[src/rtl/bitperm_move_unit.sv]
module bitperm_move_unit #(
  parameter int unsigned DW = 64
) (
  input  logic [2:0]            op_i,
  input  logic [DW-1:0]         operand_i,
  input  logic [$clog2(DW)-1:0] sh_i,
  input  logic                  rec_i,
  input  logic                  xer_so_i,
  input  logic [3:0]            fpscr_i,
  output logic [DW-1:0]         result_o,
  output logic                  dst_gpr_o,
  output logic                  cr_we_o,
  output logic [2:0]            cr_idx_o,
  output logic [3:0]            cr_val_o
);
  localparam int unsigned STAGES = $clog2(DW);

  function automatic logic [31:0] narrow_sp(input logic [63:0] d);
    logic signed [12:0] es;
    logic signed [12:0] shf;
    logic [23:0]        m;
    logic [31:0]        r;
    es  = $signed({2'b00, d[62:52]}) - 13'sd896;
    shf = 13'sd1 - es;
    m   = {1'b1, d[51:29]};
    if (d[62:52] == 11'h7ff)
      r = (d[51:0] == '0) ? {d[63], 8'hff, 23'd0} : {d[63], 8'hff, 1'b1, d[50:29]};
    else if (d[62:52] == 11'd0)
      r = {d[63], 31'd0};
    else if (es >= 13'sd255)
      r = {d[63], 8'hff, 23'd0};
    else if (es >= 13'sd1)
      r = {d[63], es[7:0], d[51:29]};
    else if (shf >= 13'sd24)
      r = {d[63], 31'd0};
    else
      r = {d[63], 8'd0, 23'(m >> shf[4:0])};
    return r;
  endfunction

  function automatic logic [63:0] widen_dp(input logic [31:0] w);
    logic [4:0]  p;
    logic [22:0] fr;
    logic [63:0] r;
    p = '0;
    for (int i = 0; i < 23; i++)
      if (w[i]) p = 5'(i);
    fr = w[22:0] << (5'd23 - p);
    if (w[30:23] == 8'hff)
      r = {w[31], 11'h7ff, w[22:0], 29'd0};
    else if (w[30:23] != 8'd0)
      r = {w[31], 11'd896 + {3'b000, w[30:23]}, w[22:0], 29'd0};
    else if (w[22:0] == 23'd0)
      r = {w[31], 63'd0};
    else
      r = {w[31], 11'd874 + {6'd0, p}, fr, 29'd0};
    return r;
  endfunction

  logic          narrow_en, widen_en;
  logic [DW-1:0] stg [0:STAGES];

  assign narrow_en = (op_i == 3'd1) || (op_i == 3'd2) || (op_i == 3'd7);
  assign widen_en  = (op_i == 3'd1) || (op_i == 3'd3) || (op_i == 3'd5);
  assign dst_gpr_o = op_i[2] & op_i[1];

  assign stg[0] = narrow_en ? {{(DW-32){1'b0}}, narrow_sp(operand_i)} : operand_i;

  for (genvar k = 0; k < STAGES; k++) begin : g_stage
    logic [DW-1:0] swp;
    always_comb
      for (int i = 0; i < DW; i++)
        swp[i] = stg[k][i ^ (1 << k)];
    assign stg[k+1] = sh_i[k] ? swp : stg[k];
  end

  assign result_o = widen_en ? widen_dp(stg[STAGES][31:0]) : stg[STAGES];

  assign cr_we_o  = rec_i;
  assign cr_idx_o = (rec_i && !dst_gpr_o) ? 3'd1 : 3'd0;
  assign cr_val_o = !rec_i   ? 4'd0 :
                    dst_gpr_o ? {result_o[DW-1], !result_o[DW-1] && (|result_o),
                                 ~|result_o, xer_so_i} :
                                fpscr_i;
endmodule


[config.mk]
export PLATFORM = sky130hd
export DESIGN_NAME = bitperm_move_unit
export DESIGN_NICKNAME = d
export VERILOG_FILES = /design/src/rtl/bitperm_move_unit.sv
export SDC_FILE = /design/constraint.sdc
export NUM_CORES = 1
export LEC_CHECK = 0
export ABC_AREA = 1
export BUFFER_PORTS_ARGS = -buffer_cell sky130_fd_sc_hd__buf_4
export CAP_MARGIN = 20
export CELL_PAD_IN_SITES_DETAIL_PLACEMENT = 1
export CELL_PAD_IN_SITES_GLOBAL_PLACEMENT = 1
export CORE_UTILIZATION = 42
export DETAILED_ROUTE_END_ITERATION = 6
export PLACE_DENSITY = 0.95
export RECOVER_POWER = 25
export SETUP_SLACK_MARGIN = 0.3
export SLEW_MARGIN = 20
export SYNTH_ARGS = -nofsm -noshare
export SYNTH_HDL_FRONTEND = slang
export SYNTH_SLANG_ARGS = --single-unit
[constraint.sdc]
create_clock -name vclk -period 10.05
set_input_delay 0 -clock vclk [all_inputs]
set_output_delay 0 -clock vclk [all_outputs]
set_load 0.05 [all_outputs]
==> impl_metrics.yaml <==
setup_path:
  cp-start-kind: "input pin"
  critPathKind: "input pin to output pin"
  crit_fanout: 28
  end_kind: "output pin"
  crit_slowest_cell: "nor2_2"
  crit_top_cell: "nand2_1"
  slowest_delay_ns: 0.76
  critPathArrivalTime_ns: 8.80
  cp.required_ns: 10.05
sta:
  rsz0062_at_grt: "no"
  worstMarginPinSlew_ns: 1.09
  setup_viol: 0
  final.period_utilization: 0.876
  slew_headroom: 0.271
  fmax_ghz: 0.114
  fin_crit_ns: 8.80
  finalMaxSlewViolations: 0
  tns_ns: 0
  final_hold_viol_count: 0
yosys:
  syn_area_um2: 10300
  synth.avg_cell_area_um2: 4.75
  yosysWarnings: 0
  synth_area_leader_cell: "nand2_1"
  synthSimpleGateAreaFrac: 0.603
  synth_compound_area_frac: 0.191
  synth_cells: 2176
  synthXorXnorAreaFrac: 0.000847
  synth_fa_ha_area_frac: 0.00726
  ys_seq_area_frac: 0
  synthTopCellsByArea: "nand2_1 26%, nand3_1 21%, inv_1 7.0%"
  synth_top_area_frac: 0.260
  synthDistinctLibCells: 52
  synth.area.mux_share: 0.0445
  synth_top_family_by_area: "simple AND/OR/NAND/NOR gates"
power_and_ir_drop:
  p_sw_frac: 0.737
  intPower_uw: 307
  p_switching_uw: 859
  combPwrFrac: 1.000
  power_frac_clock: 0
  peakVddDrop_mv: 0.0808
  powerDensity_nw_per_um2: 104
  pwr-share-seq: 0
  leakage_nw: 5.93
  power_mw: 1.17
worst_hold_path:
  hp-class: "input pin to output pin"
cells_and_area:
  diodes: 0
  drive_above_1_share: 0.113
  clkbuf_count: 0
  nFlopsAndLatches: 0
  area_delta_synth_final_pct: 8.38
  regArea_um2: 0
  fin_nets: 2288
place:
  dp.final_hpwl_um: 47200
  numPortBuffers: 150
  place.gp.congestion: 0.996
detailed_routing:
  wl_per_cell_um: 23.3
  wl_um: 58900
  antenna_left: 0
  drt_iter0_drc: 1621
  vias: 15900
  drt-pass1-iter-count: 6
  drc: 0
  routed_via_density: 6.31
floorplan:
  start_util: 0.427
  core.rowCount: 57
  ios: 152
  die_w_um: 159
  core_um2: 24200
  die_y_um: 159
  die-area_um2: 25300
grt:
  grt_pass1_vias: 15700
  grt_overflow_total: 0
  grt_max_degree: 81
  grt_pass1_wl_um: 90300
  grt_usage: 0.451
  antenna_found_initial: 1
clock_network:
  cts_hold_buf: 0
  post_cts_buffers: 0
  cts_resized: 0
outcome:
  status: "finished clean"
flow_run:
  maxCapViolations: 0
-- Yosys cell counts (all sizes together), types with 4 or more instances --
cell and count:
nand2 733, nand3 449, inv 210, o21ai 189, nor2 166, buf 109
a21oi 83, mux2i 46, clkbuf 37, or2 33, o21a 24, o211ai 19
nand4 17, nor4 12, a31oi 11, nor3 8, ha 6, o22ai 5
and2 4
-- final cells by class --
type	instances	area [um2]
well taps	324	405
inverters	212	801
multi-input cells	1819	8760
fillers	3845	13000
repair buffers	170	1240
-- through the flow --
stage | hold slack [ns] | std cells | cell area [um2] | setup WS (ns) | util
after detailed placement | 0.274 | 2525 | 11300 | 1.87 | 0.464
after CTS | 0.274 | 2525 | 11300 | 1.84 | 0.464
after floorplan | 0.167 | 2177 | 10300 | 3.81 | -
after global routing | 0.389 | 2525 | 11200 | 0.506 | 0.462
final | 0.360 | 2525 | 11200 | 1.25 | 0.462
after global placement | 0.274 | 2525 | 11300 | 1.97 | 0.464
-- layout by cell type (no fill, tap or decap), drive strengths merged --
master / instances
a21boi: 3
a21o: 1
a21oi: 83
a22o: 1
a22oi: 3
a31oi: 11
a32oi: 2
and2: 4
buf: 161
clkbuf: 9
clkinv: 2
conb: 2
ha: 6
inv: 210
mux2i: 46
nand2: 733
nand3: 449
nand4: 17
nor2: 166
nor3: 8
nor4: 12
o211ai: 19
o21a: 24
o21ai: 189
o22ai: 5
o41ai: 1
or2: 33
xnor2: 1
-- worst max-delay path: cells and delay by family --
| family | cells | cell delay [ns] |
|---|---|---|
| AND/OR/NAND/NOR | 44 | 6.06 |
| buffers and inverters | 3 | 1.07 |
| AO/OA/AOI/OAI | 3 | 0.88 |
| multiplexers | 1 | 0.38 |
| adder cells (fa/ha/maj) | 1 | 0.36 |
-- path summary, 6_finish.rpt --
check	endpoint	startpoint	slack [ns]	cells after the start
worst max-delay path	cr_val_o[1]	operand_i[53]	1.25	52
worst min-delay path	cr_val_o[1]	fpscr_i[1]	0.36	4
-- power by group through the flow --
stage / registers [mW] / logic, mW / clock network, mW
3_5_place_dp: 0 / 1.13 / 0
4_1_cts: 0 / 1.13 / 0
5_1_grt: 0 / 1.24 / 0
2_1_floorplan: 0 / 0.776 / 0
6_report: 0 / 1.17 / 0
3_3_place_gp: 0 / 1.10 / 0
-- kinds of logic after synthesis --
kind of cell,count (synthesis)
AND/OR/NAND/NOR,1422
AO/OA/AOI/OAI,342
adder cells (fa/ha/maj),6
XOR/XNOR,1
buffers and inverters,358
multiplexers,46
other,1
-- metal layers --
layer / routed length, um / GRT usage / vias up
li1: - / - / 7211
met1: 21800 / 0.516 / 7490
met2: 27000 / 0.755 / 934
met3: 4770 / 0.0692 / 287
met4: 5340 / 0.348 / 2
met5: 12 / 0 / -
(Power assumes the default switching activity.)
